[src/rtl/sar_seq_pkg.sv]
package sar_seq_pkg;

    localparam int unsigned LEAD_ZEROS = 4;
    localparam int unsigned HOLD_EDGE  = 3;

    function automatic int unsigned frame_len(input int unsigned res);
        return res + LEAD_ZEROS;
    endfunction

    typedef enum logic [1:0] {
        PH_ACQ     = 2'd0,
        PH_LEAD    = 2'd1,
        PH_RESOLVE = 2'd2,
        PH_DONE    = 2'd3
    } phase_e;

endpackage

[src/rtl/sar_seq_phase.sv]
module sar_seq_phase
    import sar_seq_pkg::*;
#(
    parameter int unsigned RES = 12,
    localparam int unsigned FRAME = frame_len(RES),
    localparam int unsigned CW = $clog2(FRAME + 1)
) (
    input  logic          sclk,
    input  logic          cs_n,
    output logic [CW-1:0] edge_cnt,
    output phase_e        phase,
    output logic          resolve_en
);

    typedef struct packed {
        logic [CW-1:0] cnt;
    } st_t;

    st_t st_d, st_q;

    always_comb begin
        st_d = st_q;
        if (st_q.cnt != CW'(FRAME)) begin
            st_d.cnt = st_q.cnt + CW'(1);
        end
    end

    always_ff @(negedge sclk or posedge cs_n) begin
        if (cs_n) begin
            st_q <= '0;
        end else begin
            st_q <= st_d;
        end
    end

    always_comb begin
        if (st_q.cnt == CW'(FRAME)) begin
            phase = PH_DONE;
        end else if (st_q.cnt < CW'(HOLD_EDGE)) begin
            phase = PH_ACQ;
        end else if (st_q.cnt < CW'(LEAD_ZEROS - 1)) begin
            phase = PH_LEAD;
        end else if (st_q.cnt < CW'(FRAME - 1)) begin
            phase = PH_RESOLVE;
        end else begin
            phase = PH_LEAD;
        end
    end

    assign edge_cnt   = st_q.cnt;
    assign resolve_en = (st_q.cnt >= CW'(LEAD_ZEROS - 1)) && (st_q.cnt < CW'(FRAME - 1));

    AST_CNT_STEP: assert property (@(negedge sclk) disable iff (cs_n)
        (st_q.cnt != CW'(FRAME)) |=> (st_q.cnt == $past(st_q.cnt) + CW'(1)));

    AST_CNT_SAT: assert property (@(negedge sclk) disable iff (cs_n)
        (st_q.cnt == CW'(FRAME)) |=> (st_q.cnt == CW'(FRAME)));

endmodule

[src/rtl/sar_seq_approx.sv]
module sar_seq_approx #(
    parameter int unsigned RES = 12
) (
    input  logic           sclk,
    input  logic           cs_n,
    input  logic           resolve_en,
    input  logic           cmp_i,
    output logic [RES-1:0] code
);

    localparam logic [RES-1:0] MID = {1'b1, {(RES-1){1'b0}}};

    typedef struct packed {
        logic [RES-1:0] code;
        logic [RES-1:0] mask;
    } st_t;

    st_t st_d, st_q;

    always_comb begin
        st_d = st_q;
        if (resolve_en) begin
            st_d.code = (st_q.code & ~st_q.mask)
                      | (cmp_i ? st_q.mask : '0)
                      | (st_q.mask >> 1);
            st_d.mask = st_q.mask >> 1;
        end
    end

    always_ff @(negedge sclk or posedge cs_n) begin
        if (cs_n) begin
            st_q.code <= MID;
            st_q.mask <= MID;
        end else begin
            st_q <= st_d;
        end
    end

    assign code = st_q.code;

    AST_MASK_ONEHOT: assert property (@(negedge sclk) disable iff (cs_n)
        $onehot0(st_q.mask));

    AST_TRIAL_SET: assert property (@(negedge sclk) disable iff (cs_n)
        (st_q.mask != '0) |-> ((st_q.code & st_q.mask) != '0));

    AST_IDLE_MID: assert property (@(posedge sclk) disable iff (!cs_n)
        (st_q.code == MID));

endmodule

[src/rtl/sar_seq_txbit.sv]
module sar_seq_txbit (
    input  logic sclk,
    input  logic cs_n,
    input  logic resolve_en,
    input  logic cmp_i,
    output logic sdo
);

    typedef struct packed {
        logic bit_v;
    } st_t;

    st_t st_d, st_q;

    always_comb begin
        st_d = st_q;
        if (resolve_en) begin
            st_d.bit_v = cmp_i;
        end
    end

    always_ff @(negedge sclk or posedge cs_n) begin
        if (cs_n) begin
            st_q <= '0;
        end else begin
            st_q <= st_d;
        end
    end

    assign sdo = st_q.bit_v;

    AST_BIT_FOLLOWS_CMP: assert property (@(negedge sclk) disable iff (cs_n)
        resolve_en |=> (sdo == $past(cmp_i)));

endmodule

[src/rtl/sar_seq_top.sv]
module sar_seq_top
    import sar_seq_pkg::*;
#(
    parameter int unsigned RES = 12
) (
    input  logic           sclk,
    input  logic           cs_n,
    input  logic           cmp_i,
    output logic           th_track,
    output logic           pwr_up,
    output logic [RES-1:0] dac_code,
    output logic           sdo,
    output logic           sdo_oe
);

    localparam int unsigned FRAME = frame_len(RES);
    localparam int unsigned CW = $clog2(FRAME + 1);

    logic [CW-1:0] edge_cnt;
    phase_e        phase;
    logic          resolve_en;
    logic          active;

    sar_seq_phase #(.RES(RES)) u_phase (
        .sclk       (sclk),
        .cs_n       (cs_n),
        .edge_cnt   (edge_cnt),
        .phase      (phase),
        .resolve_en (resolve_en)
    );

    sar_seq_approx #(.RES(RES)) u_approx (
        .sclk       (sclk),
        .cs_n       (cs_n),
        .resolve_en (resolve_en),
        .cmp_i      (cmp_i),
        .code       (dac_code)
    );

    sar_seq_txbit u_txbit (
        .sclk       (sclk),
        .cs_n       (cs_n),
        .resolve_en (resolve_en),
        .cmp_i      (cmp_i),
        .sdo        (sdo)
    );

    assign active   = !cs_n && (phase != PH_DONE);
    assign pwr_up   = active;
    assign sdo_oe   = active;
    assign th_track = !cs_n && (phase == PH_ACQ);

    AST_LEAD_ZERO: assert property (@(negedge sclk) disable iff (cs_n)
        (edge_cnt < CW'(LEAD_ZEROS)) |-> (sdo == 1'b0));

    AST_HOLD_KEPT: assert property (@(negedge sclk) disable iff (cs_n)
        !th_track |=> !th_track);

    AST_RELEASE_STICKY: assert property (@(negedge sclk) disable iff (cs_n)
        !sdo_oe |=> (!sdo_oe && !pwr_up));

endmodule

[config.mk]
export PLATFORM = sky130hd
export DESIGN_NAME = sar_seq_top
export DESIGN_NICKNAME = d
export VERILOG_FILES = /design/src/rtl/sar_seq_pkg.sv /design/src/rtl/sar_seq_phase.sv /design/src/rtl/sar_seq_approx.sv /design/src/rtl/sar_seq_txbit.sv /design/src/rtl/sar_seq_top.sv
export SDC_FILE = /design/constraint.sdc
export NUM_CORES = 1
export LEC_CHECK = 0
export BUFFER_PORTS_ARGS = -buffer_cell sky130_fd_sc_hd__buf_2
export CAP_MARGIN = 40
export CORE_MARGIN = 2
export CORE_UTILIZATION = 35
export DETAILED_ROUTE_END_ITERATION = 8
export SLEW_MARGIN = 15
export SYNTH_ARGS = -nofsm -noshare
export SYNTH_HDL_FRONTEND = slang
export SYNTH_HIERARCHICAL = 1
export SYNTH_SLANG_ARGS = --single-unit
[constraint.sdc]
create_clock -name sclk -period 5.3 [get_ports sclk]
set_clock_uncertainty 0.2 [all_clocks]
set_input_delay 0.795 -clock sclk [delete_from_list [all_inputs] [get_ports sclk]]
set_output_delay 0.795 -clock sclk [all_outputs]
set_load 0.03 [all_outputs]
==> run metrics, run 1 <==
status finished clean; Final Setup Violations 0; # fillers slightly below 400; Core ar. approximately 0.0041 mm^2; Unique masters post-synth 31; Leak Pwr 0.000753 uW; remaining antenna violation count 0; hold_buf cts 0; Slew @ Worst Pin 0.474 ns; Worst-path clk slew approximately 0.050 ns; HPWL Detailed between 1500 and 2000 um; buffers added on ports 18; initial drt markers between 80 and 90; R2R Path End u_approx/code[1]; Tot GR Track Use approximately an eighth; mapped cell area 0.00152 mm^2; critical path launch point type flip-flop; Die ar. 0.00490 mm^2; GRT overflow 0; final hold vios 0; unrepaired setup endpoints after global routing true; crit path launch u_phase/edge_cnt[1]; dpl cells 197; Async SR Flop Fraction 100%; Util after Layout between 40% and 50%; Remaining DRCs 0; Placement Rows 23; Syn. warnings 6; NumNets Final roughly 170; DP Worst Slack 0.148 ns; WL/cell ~13 um; clock buffer depth 2; synth-to-layout area growth 16.0%; Skew-Pair Late Insertion Delay 0.33 ns; Worst R2R Start u_phase/edge_cnt[1]; vias per inst 4.97; most common cell after layout, fill and taps aside dfrtn_1; first-pass GRT wire length 4550 um; fraction of layout cells with a size suffix above 1 about a third; register area share after synthesis roughly 49%; Reg2Reg Depth 8; # H-tree levels 2; post-synthesis cell count 146; Vias approximately 1.1k; Area after DPL roughly 0.0016 mm^2; initial antenna violation count 0; clk sink count 30; maximum VDD drop approximately 0.08 mV; Slew headroom around two thirds; most frequent cells in the layout dfrtn_1, inv_1, buf_2, o21ai_0, buf_4; pwr/cell area 248 mW/mm^2; global placer's final weighted congestion 0.820; Post-Layout Cell Count about 210; ys flop type dfrtn_1; number of max-cap violations 0; CTS tree built; Initial Util between 30% and 40%; Chip Width 70.0 um; CTS Root Cell clkbuf_8; # IOs 19; register-to-register setup slack about 2.9 ns; Synth Area per Inst between 10 and 15 um^2; vias in the first global route around 1000; critical path arrival about 4.3 ns; number of flops mapped to enable cells by yosys 0; Setup Crit Path Kind flip-flop to output pin; Antenna diodes 0; crit path to sdo_oe; hold crit path type flip-flop to flip-flop; die height 70.0 um; largest net degree at the start of global routing 36; Crit Path Max Fanout 5; drt pass-1 iters 4; Final WS setup 0.0144 ns; final instance area about 0.0018 mm^2; Worst EP required approximately 4.3 ns; Synthesized Nets between 150 and 200; final wirelength approximately 2800 um; CTS buffer count 5; synthesis-stage register bit count 30; Final Max Tran Viols 0; CP Capture Type output pin
-- per-stage QoR --
step / total power, uW / hold slack [ns] / TNS, ns
floorplan: 246 / 0.242 / 0
global placement: 250 / 0.255 / 0
detailed placement: 250 / 0.268 / 0
CTS: 447 / 0.267 / 0
global route: 463 / 0.281 / -0.139
finish: 439 / 0.264 / 0
-- final cells by class --
class / instances / area (um^2) / share of cell area [%]
sequential: 30 / 753 / 42.6
tap: 50 / 62.6 / 3.54
timing repair buffer: 27 / 165 / 9.34
clock buffer: 6 / 82.6 / 4.67
clock inverter: 4 / 18.8 / 1.06
inverter: 20 / 75.1 / 4.25
multi-input combinational: 76 / 611 / 34.5
-- layer usage --
layer	global-route usage [%]	vias to the layer above	wire [um]
li1	-	519	-
met1	14.4	510	1260
met2	17.7	25	1310
met3	5.19	5	155
met4	5.13	0	40
met5	0	-	0
-- logic make-up (layout without fill, tap and decap cells) --
kind of cell             count (synthesis)  in the layout  share of synthesized area (%)
AO/OA/AOI/OAI                           32             32                           17.0
XOR/XNOR                                 3              3                           1.72
adder cells (fa/ha/maj)                  2              2                           1.64
buffers and inverters                   40             57                           14.6
flip-flops                              30             30                           49.4
multiplexers                             4              4                           3.45
AND/OR/NAND/NOR                         35             35                           12.2
-- where the power goes --
| part | total, uW | internal [uW] | switching (uW) |
|---|---|---|---|
| logic | 10.3 | 2.51 | 7.74 |
| clock network | 197 | 106 | 91.3 |
| registers | 232 | 231 | 0.352 |
| total | 439 | 340 | 99.3 |
-- how the worst min path moves through the flow --
stage	start	to	slack [ns]	cells past startpoint
floorplan	u_approx/st_q[0]	u_approx/code[0]	0.24	1
global placement	u_approx/st_q[0]	u_approx/code[0]	0.26	1
detailed placement	u_txbit/sdo	u_txbit/sdo	0.27	1
CTS	u_txbit/sdo	u_txbit/sdo	0.27	1
global route	u_txbit/sdo	u_txbit/sdo	0.28	1
finish	u_txbit/sdo	u_txbit/sdo	0.26	1
-- synth_stat cells (3+ instances only) --
library cell	number	share of area [%]
buf_4	13	6.4
nor3_1	7	2.3
nor2_1	9	2.2
a32oi_1	4	2.3
a311oi_2	6	5.9
inv_1	21	5.2
nand2_1	10	2.5
xnor2_1	3	1.7
buf_6	3	2.2
dfrtn_1	28	46
o21ai_0	14	4.6
-- critical path: stages (launching register included) --
cell       delay, ns
dfrtn_1         0.38
buf_4           0.16
a2111oi_4       0.38
a221oi_4        0.07
a21oi_2         0.19
buf_4           0.18
-- flip-flops by register name, summed over array words and instances (netlist names), named ones only --
register and flops:
u_approx/code 11, u_approx/st_q 12, u_phase/edge_cnt 5, u_txbit/sdo 1
-- what timing repair did --
item	CTS	global route
buffers inserted	3	4
setup endpoints to repair	3	3
pin swaps	1	2
gates resized for setup	3	11
Power figures use the tool's default switching activity.
==> run 2, diff against run 1 <==
--- a/config.mk
+++ b/config.mk
@@ -7,7 +7,7 @@
 export LEC_CHECK = 0
 export BUFFER_PORTS_ARGS = -buffer_cell sky130_fd_sc_hd__buf_2
 export CAP_MARGIN = 40
-export CORE_MARGIN = 2
+export CORE_MARGIN = 3
 export CORE_UTILIZATION = 35
 export DETAILED_ROUTE_END_ITERATION = 8
 export SLEW_MARGIN = 15
==> run metrics, run 2 (synthesis results as in run 1) <==
Initial Util 37.3% (unchanged); pwr/cell area 271 mW/mm^2 (was 248 mW/mm^2); final instance area 0.00181 mm^2 (was 0.00177 mm^2); CTS Root Cell clkbuf_8 (unchanged); first-pass GRT wire length 4700 um (was 4550 um); Comb pwr share 2.1% (was 2.3%); # IOs 19 (unchanged); Reg2Reg Depth 8 (unchanged); Crit path max-delay family compound AO/OA/AOI/OAI gates (unchanged); Hold Path Cell Cnt 1 (unchanged); vias in the first global route 1013 (was 996); remaining antenna violation count 0 (unchanged); NumNets Final 169 (was 167); synth-to-layout area growth 19.0% (was 16.0%); most common cell after layout, fill and taps aside dfrtn_1 (unchanged); Core ar. 0.00409 mm^2 (unchanged); Worst-path clk slew 0.04 ns (was 0.05 ns); Vias 1072 (was 1059); max incr delay on CP 0.43 ns (was 0.38 ns); dpl cells 197 (unchanged); Final Setup Violations 0 (unchanged); CTS buffer count 5 (unchanged); worst path cell trace inv_2 > ha_4 > nand2b_4 > a221oi_4 > a21oi_2 > buf_6 (was buf_4 > a2111oi_4 > a221oi_4 > a21oi_2 > buf_4); Final WS setup 0.0116 ns (was 0.0144 ns); vias per inst 5.01 (was 4.97); Setup Crit Path Kind flip-flop to output pin (unchanged); Area after DPL 0.00155 mm^2 (unchanged); Sw Ratio 19.3% (was 22.6%); maximum VDD drop 0.153 mV (was 0.0798 mV); buffers added on ports 18 (unchanged); Sw Pwr 94.8 uW (was 99.3 uW); initial drt markers 125 (was 88); critical path arrival 4.29 ns (about the same); max FFs per register 12 (unchanged); Skew-Pair Late Insertion Delay 0.33 ns (about the same); WHS 0.266 ns (was 0.264 ns); drt pass-1 iters 4 (unchanged); part of the power in registers 47.2% (was 52.8%); CP bufs+invs 2 (unchanged); final wirelength 2930 um (was 2770 um); DP Worst Slack 0.176 ns (was 0.148 ns); met3 Usage GRT 3.60% (was 5.19%); Int Pwr 396 uW (was 340 uW); Placement Rows 23 (unchanged); GRT overflow 0 (unchanged); status finished clean (unchanged); gr busiest metal met2 (unchanged); CTS tree built (unchanged); Biggest register u_approx/st_q (unchanged); Leak Pwr 0.000780 uW (was 0.000753 uW); Final Max Tran Viols 0 (unchanged); Chip Width 72.0 um (was 70.0 um); Tot GR Track Use 11.9% (was 11.7%); # fillers 392 (was 396); largest net degree at the start of global routing 36 (unchanged); GR Util met1 14.2% (was 14.4%); number of max-cap violations 0 (unchanged); Post-Layout Cell Count 214 (was 213); most frequent cells in the layout dfrtn_1, inv_1, buf_2, o21ai_0, buf_4 (unchanged); Slew headroom 55.7% (was 67.6%); unrepaired setup endpoints after global routing true (unchanged); initial antenna violation count 0 (unchanged); Slew @ Worst Pin 0.648 ns (was 0.474 ns); final hold vios 0 (unchanged); register-to-register setup slack 2.76 ns (was 2.88 ns); hold_buf cts 0 (unchanged); Die ar. 0.00518 mm^2 (was 0.00490 mm^2); CP Capture Type output pin (unchanged); clk sink count 30 (unchanged); HPWL Detailed 1780 um (was 1760 um); # H-tree levels 2 (unchanged); clock share of power 50.7% (was 44.9%); clock buffer depth 2 (unchanged); Crit Path Max Fanout 6 (was 5); fraction of layout cells with a size suffix above 1 36.0% (was 35.0%); die height 72.0 um (was 70.0 um); WL/cell 13.7 um (was 13.0 um); Remaining DRCs 0 (unchanged); critical path's slowest cell dfrtn_1 (unchanged); critical path launch point type flip-flop (unchanged); hold crit path type flip-flop to flip-flop (unchanged); GR Layer Usage met2 18.9% (was 17.7%); Antenna diodes 0 (unchanged); global placer's final weighted congestion 0.782 (was 0.820); Worst EP required 4.30 ns (about the same); WP depth 6 (was 5)
-- run 2: cell count changes in the layout (fill, tap and decap cells not counted), sizes merged --
cell,previous run,this run
buf,27,29
clkbuf,6,5
inv,23,22
clkinvlp,1,0
bufinv,0,2
-- run 2: power by group through the flow --
stage	clock (uW)	combinational [uW]	sequential, uW
after CTS	254	10.7	232
final	249	10.2	232
after floorplan	3.54	5.84	236
after detailed placement	3.54	10.6	236
after global placement	3.54	10.4	236
after global routing	268	11.5	232
-- run 2: area by class of cell --
type                    count  area [um^2]  area share [%]
clock inverters             4         55.1            3.04
flip-flops and latches     30          753            41.5
clock buffers               5         68.8            3.80
inverters                  20         75.1            4.14
multi-input cells          76          611            33.7
repair buffers             29          188            10.4
well taps                  50         62.6            3.45
-- run 2: through the flow --
| stage | util (%) | TNS [ns] | power, uW |
|---|---|---|---|
| after CTS | 41.8 | -0.000257 | 497 |
| after global placement | 38.0 | 0 | 250 |
| final | 44.4 | 0 | 491 |
| after detailed placement | 38.0 | 0 | 250 |
| after floorplan | - | 0 | 246 |
| after global routing | 44.4 | -0.164 | 511 |
-- run 2: worst paths after layout --
| path | endpoint | from |
|---|---|---|
| setup / recovery | sdo_oe | u_phase/edge_cnt[1] |
| hold / removal | u_txbit/sdo | u_txbit/sdo |
| setup reg to reg | u_approx/code[5] | u_phase/edge_cnt[0] |
| hold reg to reg | u_txbit/sdo | u_txbit/sdo |
| max in group asynchronous | asynchronous set/reset pin | cs_n |
| min in group asynchronous | u_txbit/sdo | cs_n |
-- run 2: metal layers --
layer | part of all wire (%) | wire (um)
met4 | 3.2 | 93
met1 | 44 | 1290
met5 | 0 | 0
met2 | 48 | 1410
met3 | 4.7 | 139
-- run 2: repair_timing --
action,in CTS,in global routing
setup endpoints to repair,3,3
gates cloned,0,0
pin swaps,1,4
setup buffers,3,6
gates resized for setup,3,14
==> run 3, diff against run 2 <==
--- a/config.mk
+++ b/config.mk
@@ -10,8 +10,8 @@
 export CORE_MARGIN = 3
 export CORE_UTILIZATION = 35
 export DETAILED_ROUTE_END_ITERATION = 8
+export REMOVE_ABC_BUFFERS = 1
 export SLEW_MARGIN = 15
 export SYNTH_ARGS = -nofsm -noshare
 export SYNTH_HDL_FRONTEND = slang
-export SYNTH_HIERARCHICAL = 1
 export SYNTH_SLANG_ARGS = --single-unit
==> run metrics, run 3 <==
most frequent cells in the layout dfrtn_1, o21ai_0, buf_2, inv_1, nor3_1 (was dfrtn_1, inv_1, buf_2, o21ai_0, buf_4); vias in the first global route 1121 (was 1013); post-synthesis cell count 147 (was 146); Slew @ Worst Pin 0.746 ns (was 0.648 ns); Area after DPL 0.00158 mm^2 (was 0.00155 mm^2); Async SR Flop Fraction 100% (unchanged); initial antenna violation count 0 (unchanged); Worst-path clk slew 0.05 ns (was 0.04 ns); synthesis-stage register bit count 30 (unchanged); Worst EP required 4.30 ns (about the same); Final WS setup 0.158 ns (was 0.0116 ns); Setup Crit Path Kind flip-flop to output pin (unchanged); ys flop type dfrtn_1 (unchanged); dpl cells 198 (was 197); buffers added on ports 18 (unchanged); top post-synthesis cells by count dfrtn_1, o21ai_0, inv_1, buf_4, nor3_1 (was dfrtn_1, inv_1, o21ai_0, buf_4, nand2_1); initial drt markers 69 (was 125); R2R Path End u_txbit.sdo (was u_approx/code[5]); mapped cell area 0.00154 mm^2 (was 0.00152 mm^2); CTS Root Cell clkbuf_8 (unchanged); hold_buf cts 0 (unchanged); Synth area leaders dfrtn_1, a311oi_2, buf_4 (was dfrtn_1, buf_4, a311oi_2); Final Setup Violations 0 (unchanged); Syn. warnings 0 (was 6); max FFs per register 12 (unchanged); Remaining DRCs 0 (unchanged); Core ar. 0.00412 mm^2 (was 0.00409 mm^2); Skew-Pair Late Insertion Delay 0.33 ns (about the same); global placer's final weighted congestion 0.724 (was 0.782); number of max-cap violations 0 (unchanged); GRT overflow 0 (unchanged); Crit Path Max Fanout 4 (was 6); fraction of layout cells with a size suffix above 1 29.4% (was 36.0%); most common cell after layout, fill and taps aside dfrtn_1 (unchanged); # H-tree levels 2 (unchanged); WHS 0.227 ns (was 0.266 ns); Slew headroom 50.3% (was 55.7%); Unique masters post-synth 27 (was 31); final wirelength 3130 um (was 2930 um); # IOs 19 (unchanged); crit path to pwr_up (was sdo_oe); first-pass GRT wire length 5320 um (was 4700 um); WL/cell 14.9 um (was 13.7 um); number of flops mapped to enable cells by yosys 0 (unchanged); multi-input logic area 581 um^2 (was 611 um^2); Reg2Reg Depth 5 (was 8); critical path arrival 4.15 ns (was 4.29 ns); # Post-CTS Setup Buffers 0 (was 3); register area share after synthesis 48.9% (was 49.4%); area leader, netlist dfrtn_1 (unchanged); HPWL Detailed 2190 um (was 1780 um); final hold vios 0 (unchanged); maximum VDD drop 0.127 mV (was 0.153 mV); Placement Rows 23 (unchanged); CP Capture Type output pin (unchanged); register-to-register setup slack 2.84 ns (was 2.76 ns); Vias 1104 (was 1072); Leak Pwr 0.000691 uW (was 0.000780 uW); Post-Layout Cell Count 210 (was 214); NumNets Final 164 (was 169); Initial Util 37.4% (was 37.3%); Biggest register u_approx.st_q (was u_approx/st_q); Final Max Tran Viols 0 (unchanged); synth-to-layout area growth 9.67% (was 19.0%); sequential cell area 753 um^2 (unchanged); CTS buffer count 5 (unchanged); critical path launch point type flip-flop (unchanged); die height 72.3 um (was 72.0 um); Antenna diodes 0 (unchanged); hold crit path type flip-flop to flip-flop (unchanged); Worst R2R Start u_phase.edge_cnt[1] (was u_phase/edge_cnt[0]); Synth Area per Inst 10.5 um^2 (was 10.4 um^2); Die ar. 0.00523 mm^2 (was 0.00518 mm^2); CTS tree built (unchanged); TNS Setup 0 ns (unchanged); DP Worst Slack 0.349 ns (was 0.176 ns); top cell type's share of synthesized area 45.5% (was 46.0%); status finished clean (unchanged); post_cts resized 0 (was 3); largest net degree at the start of global routing 18 (was 36); drt pass-1 iters 4 (unchanged); unrepaired setup endpoints after global routing false (was true); Chip Width 72.3 um (was 72.0 um); crit path launch u_phase.edge_cnt[1] (was u_phase/edge_cnt[1]); clock buffer depth 2 (unchanged); vias per inst 5.26 (was 5.01); top-count cell post-synth dfrtn_1 (unchanged); # fillers 395 (was 392); Tot GR Track Use 13.3% (was 11.9%); remaining antenna violation count 0 (unchanged); pwr/cell area 247 mW/mm^2 (was 271 mW/mm^2); clk sink count 30 (unchanged); final instance area 0.00169 mm^2 (was 0.00181 mm^2)
==> run 3: cells by family after synthesis <==
logic type	count (synthesis)	share of synthesized area, %
AOI/OAI and AO/OA	49	24.6
buffers and inverters	37	13.3
DFF	30	48.9
and+or+nand+nor	22	6.99
xor gates and xnor gates	4	2.28
muxes	3	2.19
adders and majority gates	2	1.63
==> run 3: area by class of cell <==
type                    instances  area share [%]
flip-flops and latches         30            44.6
multi-input cells              80            34.4
repair buffers                 26            8.90
clock buffers                   7            4.52
well taps                      50            3.71
inverters                      14            3.11
clock inverters                 3           0.741
==> run 3: power breakdown <==
part | leakage (uW) | internal, uW | switching [uW]
registers | 0.000347 | 232 | 0.406
clock network | 0.0000490 | 93.5 | 82.5
logic | 0.000295 | 2.00 | 7.27
total | 0.000691 | 327 | 90.1
==> run 3: critical path: stages (launching register included) <==
cell and delay, ns:
dfrtn_1 0.41, inv_1 0.06, ha_1 0.17, and3_1 0.20, nor2_1 0.15, buf_2 0.22
==> run 3: per-layer routing <==
metal,up-vias,routed length [um],track usage (%)
li1,529,-,-
met4,0,8,5.64
met5,-,0,0
met2,23,1540,21.3
met3,2,139,3.19
met1,550,1450,17.0
==> run 3: worst min path at each step <==
stage                     depth (start not counted)        startpoint          endpoint  slack (ns)
after detailed placement                          1  u_approx.st_q[0]  u_approx.code[0]        0.23
after CTS                                         1  u_approx.st_q[0]  u_approx.code[0]        0.23
after global routing                              1  u_approx.st_q[0]  u_approx.code[0]        0.27
after global placement                            1  u_approx.st_q[0]  u_approx.code[0]        0.22
after floorplan                                   1  u_approx.st_q[0]  u_approx.code[0]        0.21
final                                             1  u_approx.st_q[0]  u_approx.code[0]        0.23
==> run 3: stage by stage <==
step	util (%)	total power, uW
floorplan	-	245
global placement	38.4	248
detailed placement	38.4	249
CTS	40.5	424
global route	41.0	438
finish	41.0	417
